**config.mk**
```make
export PLATFORM = sky130hd
export DESIGN_NAME = yuv_hfilt5
export DESIGN_NICKNAME = d
export VERILOG_FILES = /design/src/rtl/hf5_pkg.sv /design/src/rtl/hf5_seq.sv /design/src/rtl/hf5_taps.sv /design/src/rtl/hf5_mac.sv /design/src/rtl/hf5_ofifo.sv /design/src/rtl/yuv_hfilt5.sv
export SDC_FILE = /design/constraint.sdc
export NUM_CORES = 2
export LEC_CHECK = 0
export BUFFER_PORTS_ARGS = -buffer_cell sky130_fd_sc_hd__buf_2
export CAP_MARGIN = 0
export CORE_MARGIN = 2
export CORE_UTILIZATION = 39
export DETAILED_ROUTE_END_ITERATION = 10
export PLACE_DENSITY = 0.51
export SLEW_MARGIN = 10
export SYNTH_ARGS = -nofsm -noshare
export SYNTH_HDL_FRONTEND = slang
export SYNTH_SLANG_ARGS = --single-unit
export TNS_END_PERCENT = 30
```
**constraint.sdc**
```tcl
create_clock -name clk -period 27.5 [get_ports clk]
set_input_delay 5.5 -clock clk [delete_from_list [all_inputs] [get_ports clk]]
set_output_delay 5.5 -clock clk [all_outputs]
set_load 0.02 [all_outputs]
```
**src/rtl/hf5_pkg.sv**
```systemverilog
package hf5_pkg;
    localparam int NTAP  = 5;
    localparam int DW    = 8;
    localparam int CW    = 10;
    localparam int FRAC  = 8;
    localparam int PW    = DW + 1 + CW;
    localparam int ACC_W = PW + 3;
    localparam int OW    = 3 * DW;

    typedef enum logic [1:0] {
        COMP_Y = 2'd0,
        COMP_U = 2'd1,
        COMP_V = 2'd2
    } comp_e;

    typedef struct packed {
        logic  vld;
        comp_e comp;
        logic  m444;
        logic  last_pix;
    } hf_tag_t;

    function automatic int clampi(input int v, input int lo, input int hi);
        if (v < lo) return lo;
        if (v > hi) return hi;
        return v;
    endfunction

    function automatic logic [DW-1:0] round_sat(input logic signed [ACC_W-1:0] s);
        logic signed [ACC_W-1:0] rnd_k, max_k, r;
        rnd_k = ACC_W'(1 << (FRAC - 1));
        max_k = ACC_W'((1 << DW) - 1);
        r = (s + rnd_k) >>> FRAC;
        if (r < 0)          return '0;
        else if (r > max_k) return '1;
        else                return r[DW-1:0];
    endfunction
endpackage

```
**src/rtl/hf5_seq.sv**
```systemverilog
module hf5_seq import hf5_pkg::*; #(
    parameter int LINE_W = 32,
    localparam int XW = $clog2(LINE_W)
) (
    input  logic          clk,
    input  logic          rst,
    input  logic          adv,
    input  logic          start,
    input  logic          mode_444,
    output logic          busy,
    output hf_tag_t       tag_o,
    output logic [XW-1:0] pos_o
);
    logic [XW-1:0] x;
    logic [1:0]    slot;
    logic          mode_q;
    logic          last_slot;

    always_comb begin
        last_slot    = mode_q ? (slot == 2'd2) : (slot == 2'd1);
        tag_o        = '0;
        tag_o.vld    = busy;
        tag_o.m444   = mode_q;
        tag_o.last_pix = last_slot;
        pos_o        = x;
        if (slot == 2'd0) begin
            tag_o.comp = COMP_Y;
        end else if (mode_q) begin
            tag_o.comp = (slot == 2'd1) ? COMP_U : COMP_V;
        end else begin
            tag_o.comp = x[0] ? COMP_V : COMP_U;
            pos_o      = x >> 1;
        end
    end

    always_ff @(posedge clk) begin
        if (rst) begin
            busy   <= 1'b0;
            x      <= '0;
            slot   <= '0;
            mode_q <= 1'b0;
        end else if (!busy) begin
            if (start) begin
                busy   <= 1'b1;
                x      <= '0;
                slot   <= '0;
                mode_q <= mode_444;
            end
        end else if (adv) begin
            if (last_slot) begin
                slot <= '0;
                if (x == XW'(LINE_W - 1)) busy <= 1'b0;
                else                      x    <= x + 1'b1;
            end else begin
                slot <= slot + 1'b1;
            end
        end
    end

    p_stall_hold_r7: assert property (@(posedge clk) disable iff (rst)
        (busy && !adv) |=> (busy && $stable(x) && $stable(slot)));
    p_slot_range_r9: assert property (@(posedge clk) disable iff (rst)
        busy |-> (slot <= (mode_q ? 2'd2 : 2'd1)));
    p_start_ignored_r8: assert property (@(posedge clk) disable iff (rst)
        (busy && start) |=> $stable(mode_q));
endmodule

```
**src/rtl/hf5_taps.sv**
```systemverilog
module hf5_taps import hf5_pkg::*; #(
    parameter int LINE_W = 32,
    localparam int XW  = $clog2(LINE_W),
    localparam int HW  = LINE_W / 2,
    localparam int HXW = $clog2(HW)
) (
    input  logic                     clk,
    input  logic                     rst,
    input  logic                     adv,
    input  logic                     wr_en,
    input  logic [1:0]               wr_comp,
    input  logic [XW-1:0]            wr_addr,
    input  logic [DW-1:0]            wr_data,
    input  hf_tag_t                  tag_i,
    input  logic [XW-1:0]            pos_i,
    output hf_tag_t                  tag_o,
    output logic [NTAP-1:0][DW-1:0]  taps_o
);
    logic [DW-1:0] ybuf [LINE_W];
    logic [DW-1:0] ubuf [HW];
    logic [DW-1:0] vbuf [HW];
    logic [NTAP-1:0][DW-1:0] taps_c;

    always_ff @(posedge clk) begin
        if (wr_en) begin
            case (wr_comp)
                2'd0: ybuf[wr_addr] <= wr_data;
                2'd1: if (wr_addr < XW'(HW)) ubuf[wr_addr[HXW-1:0]] <= wr_data;
                2'd2: if (wr_addr < XW'(HW)) vbuf[wr_addr[HXW-1:0]] <= wr_data;
                default: ;
            endcase
        end
    end

    // Sample at position p of the line seen by component c; in 4:4:4 mode the
    // chroma line is doubled, odd positions averaging two stored neighbours.
    function automatic logic [DW-1:0] fetch(input int p, input comp_e c, input logic m444);
        int k, k1, q;
        logic [DW-1:0] a, b;
        if (c == COMP_Y) begin
            q = clampi(p, 0, LINE_W - 1);
            return ybuf[XW'(q)];
        end
        if (!m444) begin
            k  = clampi(p, 0, HW - 1);
            k1 = k;
        end else begin
            q  = clampi(p, 0, LINE_W - 1);
            k  = q / 2;
            k1 = (q % 2 == 1) ? clampi(k + 1, 0, HW - 1) : k;
        end
        a = (c == COMP_U) ? ubuf[HXW'(k)]  : vbuf[HXW'(k)];
        b = (c == COMP_U) ? ubuf[HXW'(k1)] : vbuf[HXW'(k1)];
        return DW'(({1'b0, a} + {1'b0, b} + 9'd1) >> 1);
    endfunction

    always_comb begin
        for (int t = 0; t < NTAP; t++) begin
            taps_c[t] = fetch(int'(pos_i) + t - NTAP / 2, tag_i.comp, tag_i.m444);
        end
    end

    always_ff @(posedge clk) begin
        if (rst) begin
            tag_o  <= '0;
            taps_o <= '0;
        end else if (adv) begin
            tag_o  <= tag_i;
            taps_o <= taps_c;
        end
    end
endmodule

```
**src/rtl/hf5_mac.sv**
```systemverilog
module hf5_mac import hf5_pkg::*; (
    input  logic                     clk,
    input  logic                     rst,
    input  logic                     adv,
    input  hf_tag_t                  tag_i,
    input  logic [NTAP-1:0][DW-1:0]  taps_i,
    input  logic [NTAP*CW-1:0]       coef_y,
    input  logic [NTAP*CW-1:0]       coef_c,
    output hf_tag_t                  tag_o,
    output logic [DW-1:0]            res_o
);
    logic signed [PW-1:0]    prod_c [NTAP];
    logic signed [PW-1:0]    prod_q [NTAP];
    logic signed [ACC_W-1:0] pa_q, pb_q, pc_q, sum_q;
    hf_tag_t                 t2, t3, t4;

    for (genvar g = 0; g < NTAP; g++) begin : g_mul
        logic signed [CW-1:0] k;
        assign k = (tag_i.comp == COMP_Y) ? $signed(coef_y[g*CW +: CW])
                                          : $signed(coef_c[g*CW +: CW]);
        assign prod_c[g] = $signed({1'b0, taps_i[g]}) * k;
    end

    always_ff @(posedge clk) begin
        if (rst) begin
            t2 <= '0; t3 <= '0; t4 <= '0; tag_o <= '0;
            for (int i = 0; i < NTAP; i++) prod_q[i] <= '0;
            pa_q <= '0; pb_q <= '0; pc_q <= '0; sum_q <= '0;
            res_o <= '0;
        end else if (adv) begin
            t2 <= tag_i;
            for (int i = 0; i < NTAP; i++) prod_q[i] <= prod_c[i];
            t3   <= t2;
            pa_q <= ACC_W'(prod_q[0]) + ACC_W'(prod_q[1]);
            pb_q <= ACC_W'(prod_q[2]) + ACC_W'(prod_q[3]);
            pc_q <= ACC_W'(prod_q[4]);
            t4    <= t3;
            sum_q <= pa_q + pb_q + pc_q;
            tag_o <= t4;
            res_o <= round_sat(sum_q);
        end
    end

    p_freeze_r7: assert property (@(posedge clk) disable iff (rst)
        !adv |=> ($stable(res_o) && $stable(tag_o)));
endmodule

```
**src/rtl/hf5_ofifo.sv**
```systemverilog
module hf5_ofifo #(
    parameter int DEPTH = 16,
    parameter int WW    = 24,
    localparam int AW   = $clog2(DEPTH),
    localparam int CNTW = $clog2(DEPTH + 1)
) (
    input  logic          clk,
    input  logic          rst,
    input  logic          push,
    input  logic [WW-1:0] din,
    output logic          full,
    input  logic          out_ready,
    output logic          out_valid,
    output logic [WW-1:0] out_data
);
    logic [WW-1:0]   mem [DEPTH];
    logic [AW-1:0]   wp, rp;
    logic [CNTW-1:0] cnt;
    logic            do_push, do_pop;

    assign full      = (cnt == CNTW'(DEPTH));
    assign out_valid = (cnt != '0);
    assign out_data  = mem[rp];
    assign do_push   = push && !full;
    assign do_pop    = out_valid && out_ready;

    always_ff @(posedge clk) begin
        if (do_push) mem[wp] <= din;
    end

    always_ff @(posedge clk) begin
        if (rst) begin
            wp <= '0; rp <= '0; cnt <= '0;
        end else begin
            if (do_push) wp <= (wp == AW'(DEPTH - 1)) ? '0 : wp + 1'b1;
            if (do_pop)  rp <= (rp == AW'(DEPTH - 1)) ? '0 : rp + 1'b1;
            cnt <= cnt + CNTW'(do_push) - CNTW'(do_pop);
        end
    end

    p_no_overflow_r7: assert property (@(posedge clk) disable iff (rst)
        push |-> !full);
    p_word_visible_r6: assert property (@(posedge clk) disable iff (rst)
        do_push |=> out_valid);
endmodule

```
**src/rtl/yuv_hfilt5.sv**
```systemverilog
module yuv_hfilt5 import hf5_pkg::*; #(
    parameter int LINE_W     = 32,
    parameter int FIFO_DEPTH = 16,
    localparam int XW = $clog2(LINE_W)
) (
    input  logic               clk,
    input  logic               rst,
    input  logic               wr_en,
    input  logic [1:0]         wr_comp,
    input  logic [XW-1:0]      wr_addr,
    input  logic [DW-1:0]      wr_data,
    input  logic [NTAP*CW-1:0] coef_y,
    input  logic [NTAP*CW-1:0] coef_c,
    input  logic               mode_444,
    input  logic               start,
    output logic               busy,
    output logic               out_valid,
    input  logic               out_ready,
    output logic [OW-1:0]      out_data
);
    logic                    adv, full, push;
    hf_tag_t                 seq_tag, s1_tag, s5_tag;
    logic [XW-1:0]           seq_pos;
    logic [NTAP-1:0][DW-1:0] s1_taps;
    logic [DW-1:0]           s5_res, y_hold, u_hold;
    logic [OW-1:0]           word;

    assign adv = !full;

    hf5_seq #(.LINE_W(LINE_W)) u_seq (
        .clk(clk), .rst(rst), .adv(adv), .start(start), .mode_444(mode_444),
        .busy(busy), .tag_o(seq_tag), .pos_o(seq_pos)
    );

    hf5_taps #(.LINE_W(LINE_W)) u_taps (
        .clk(clk), .rst(rst), .adv(adv),
        .wr_en(wr_en), .wr_comp(wr_comp), .wr_addr(wr_addr), .wr_data(wr_data),
        .tag_i(seq_tag), .pos_i(seq_pos), .tag_o(s1_tag), .taps_o(s1_taps)
    );

    hf5_mac u_mac (
        .clk(clk), .rst(rst), .adv(adv), .tag_i(s1_tag), .taps_i(s1_taps),
        .coef_y(coef_y), .coef_c(coef_c), .tag_o(s5_tag), .res_o(s5_res)
    );

    // Packer: hold earlier components of the pixel, emit on its final slot.
    always_ff @(posedge clk) begin
        if (rst) begin
            y_hold <= '0;
            u_hold <= '0;
        end else if (adv && s5_tag.vld) begin
            if (s5_tag.comp == COMP_Y) y_hold <= s5_res;
            if (s5_tag.comp == COMP_U) u_hold <= s5_res;
        end
    end

    assign push = adv && s5_tag.vld && s5_tag.last_pix;
    assign word = s5_tag.m444 ? {y_hold, u_hold, s5_res} : {{DW{1'b0}}, y_hold, s5_res};

    hf5_ofifo #(.DEPTH(FIFO_DEPTH), .WW(OW)) u_fifo (
        .clk(clk), .rst(rst), .push(push), .din(word), .full(full),
        .out_ready(out_ready), .out_valid(out_valid), .out_data(out_data)
    );

    p_push_on_chroma_r4: assert property (@(posedge clk) disable iff (rst)
        push |-> (s5_tag.comp != COMP_Y));
endmodule

```
==> impl_metrics.env <==
export IMPL_postCtsSetupRepairBufs=0
export IMPL_h_tree_depth=4
export IMPL_yosysMostFrequentCell="nand2_1"
export IMPL_maxCapViolations=2
export IMPL_io_pins=147
export IMPL_finClkSkew_ps=80.4
export IMPL_cts_resized=0
export IMPL_num_rows=184
export IMPL_synthDistinctLibCells=97
export IMPL_finalSetupViolations=0
export IMPL_placed_cell_area_mm2=0.102
export IMPL_p_leak_nw=42.1
export IMPL_hold_depth=2
export IMPL_fin_crit_sh_pct=40.6
export IMPL_io_buffers=146
export IMPL_synth_edff_count=991
export IMPL_fin_crit_ps=11160
export IMPL_antenna_found_initial=31
export IMPL_die_h_um=506
export IMPL_yosysTopAreaCell="edfxtp_1"
export IMPL_insertion_delay_ps=900
export IMPL_via_count=94300
export IMPL_drc=0
export IMPL_drive_gt1_share_pct=9.12
export IMPL_wirelength_um=442000
export IMPL_synth_common_cells="nand2_1 (2873), clkbuf_1 (998), edfxtp_1 (991), inv_1 (591), nand3_1 (504)"
export IMPL_cts_tree="yes"
export IMPL_maxSlewHeadroom_pct=-2.49
export IMPL_fp_dieW_um=506
export IMPL_routed_via_density=6.51
export IMPL_finalNetCount=11800
export IMPL_synth_area_top_cells="edfxtp_1 (30%), nand2_1 (11%), fa_1 (7.3%)"
export IMPL_globalRouteTotalUtil_pct=33.4
export IMPL_critPathLaunchType="flip-flop"
export IMPL_p_per_area_mw_per_mm2=75.9
export IMPL_numCtsBuffers=144
export IMPL_ys_async_sr_fraction_pct=0
export IMPL_synth_nets=12400
export IMPL_synth_top_area_share_pct=30.3
export IMPL_netlist_area_mm2=0.0983
export IMPL_hold_viol=0
export IMPL_grt_util_met2_pct=48.7
export IMPL_cts_root_buf="clkbuf_16"
export IMPL_cts_buffer_depth=3
export IMPL_fin_area_mm2=0.107
export IMPL_rsz0062_at_grt="false"
export IMPL_firstDrtPassIters=7
export IMPL_area_delta_synth_final_pct=8.71
export IMPL_hpwlAfterDp_um=287000
export IMPL_use_met1_pct=43.5
export IMPL_cts_hold_buf=0
export IMPL_slowest_delay_ps=1040
export IMPL_worstSetupPathType="reg -> reg"
export IMPL_timing_final_ws_setup_ps=16340
export IMPL_avgSynthCellArea_um2=8.46
export IMPL_yosys_warnings=0
export IMPL_cpMaxStageDelayCell="a211oi_1"
export IMPL_synth_seq_cells=1180
export IMPL_hold_class="reg -> reg"
export IMPL_grt_pass1_wl_um=634000
export IMPL_arrival_ps=11930
export IMPL_failed_checks="max-capacitance violations, max-slew violations"
export IMPL_rr_worst_depth=36
export IMPL_overflow=0
export IMPL_start_util_pct=39.2
export IMPL_use_met3_pct=9.96
export IMPL_die_area_mm2=0.256
export IMPL_vdd_drop_max_uv=58.5
export IMPL_cp_common_cell="buf_4"
export IMPL_netlist_instances=11600
export IMPL_cp_end_kind="flip-flop"
export IMPL_drtIter0Drc=14400
export IMPL_required_ps=28270
export IMPL_post_drt_wl_per_cell_um=30.5
export IMPL_worstPathMaxFanout=41
export IMPL_core_region_area_mm2=0.251
export IMPL_postRouteAntennaNets=0
export IMPL_cts_sinks=1180
export IMPL_clkTransAtPathRegs_ps=60
export IMPL_status="finished with violations"
export IMPL_timing_fmax_mhz=89.6
export IMPL_grt_start_max_net_pins=119
export IMPL_worst_pin_slew_ps=1520
export IMPL_setup_tns_ps=0
export IMPL_dp_slack_ps=16560
export IMPL_grt_pass1_vias=89400
export IMPL_grt_busiest_layer="met2"
export IMPL_ys_seq_area_share_pct=34.1
export IMPL_synthFlopType="edfxtp_1"
export IMPL_place_gp_congestion=0.993
export IMPL_finalMaxSlewViolations=2
-- power by group --
group	internal, W	total, W	switching, W
Sequential	0.00215	0.00236	0.000212
Clock	0.00117	0.00205	0.000880
Combinational	0.00149	0.00371	0.00221
Total	0.00481	0.00812	0.00331
-- worst paths after layout --
path / to / slack, ps / from
min reg2reg: u_mac.tag_o[0] / 450 / u_mac.tag_o[0]
max: u_taps.taps_o[29] / 16340 / u_seq.slot[0]
min: u_mac.tag_o[0] / 450 / u_mac.tag_o[0]
max reg2reg: u_taps.taps_o[29] / 16340 / u_seq.slot[0]
-- kinds of logic after synthesis --
group           after synthesis  share of synthesized area [%]
mux                         424                           6.22
compound gates             2582                           18.3
flops                      1180                           34.1
buf+inv                    1769                           6.84
fa+ha+maj                   671                           11.3
simple gates               4874                           22.1
xor+xnor                    121                           1.08
-- worst max-delay path, delay by kind of cell (launching register included) --
family | cells | cell delay [ps]
DFF | 1 | 360
adders and majority gates | 4 | 1450
and+or+nand+nor | 14 | 3520
AOI/OAI and AO/OA | 10 | 2670
buffers and inverters | 8 | 2990
-- registers in the layout, indices dropped and copies added (netlist names), 2 cells and up, named ones only --
register and cells:
u_seq.slot 2, u_fifo.rp 4, u_mac.sum_q 15, u_taps.tag_o 5, u_taps.ybuf 256, u_taps.vbuf 128, u_taps.ubuf 128, u_fifo.wp 4
u_mac.res_o 8, u_fifo.mem 384, u_mac.pc_q 19, u_mac.tag_o 5, u_fifo.cnt 5, u_hold 8, u_mac.t2 5, y_hold 8
u_mac.prod_q 95, u_seq.x 5, u_mac.t3 5, u_mac.pb_q 20, u_mac.pa_q 20, u_taps.taps_o 40, u_mac.t4 5
-- stage by stage --
stage / hold slack (ps) / power (W) / util [%] / instances
after floorplan: 427 / 0.00501 / - / 11600
after global placement: 437 / 0.00604 / 40.5 / 14200
after detailed placement: 440 / 0.00607 / 40.6 / 14200
after CTS: 449 / 0.00815 / 42.6 / 14500
after global routing: 462 / 0.00872 / 42.6 / 14500
final: 446 / 0.00812 / 42.6 / 14500
-- layer usage --
metal / vias to the layer above / wire, µm
li1: 40200 / -
met1: 46000 / 172000
met2: 6351 / 185000
met3: 1617 / 53300
met4: 14 / 32000
met5: - / 97
-- layout make-up --
class | instances | area, µm²
Inverter | 597 | 2250
Clock inverter | 86 | 1230
Timing Repair Buffer | 411 | 2800
Sequential cell | 1180 | 33600
Antenna cell | 9 | 22.5
Clock buffer | 181 | 3850
Tap cell | 3348 | 4190
Fill cell | 24500 | 144000
Multi-Input combinational cell | 8672 | 59000
-- cell usage in the layout (no fill, tap or decap), types with 119 or more instances in the layout --
cell type	synthesis	routed
nand2_1	2873	2868
edfxtp_1	991	991
inv_1	591	589
nand3_1	504	500
a211oi_1	501	496
a21oi_1	500	491
a311oi_1	393	391
and2_1	388	385
fa_1	357	357
and3_1	350	347
a31oi_1	320	317
ha_1	314	313
nor2_1	349	285
buf_4	3	259
o21ai_0	227	225
mux2i_1	223	223
dfxtp_1	189	184
clkbuf_16	0	147
buf_2	45	145
mux4_2	144	144
o221ai_1	126	125
nor2b_1	119	119
No activity file was read; power rests on OpenSTA's default activity.
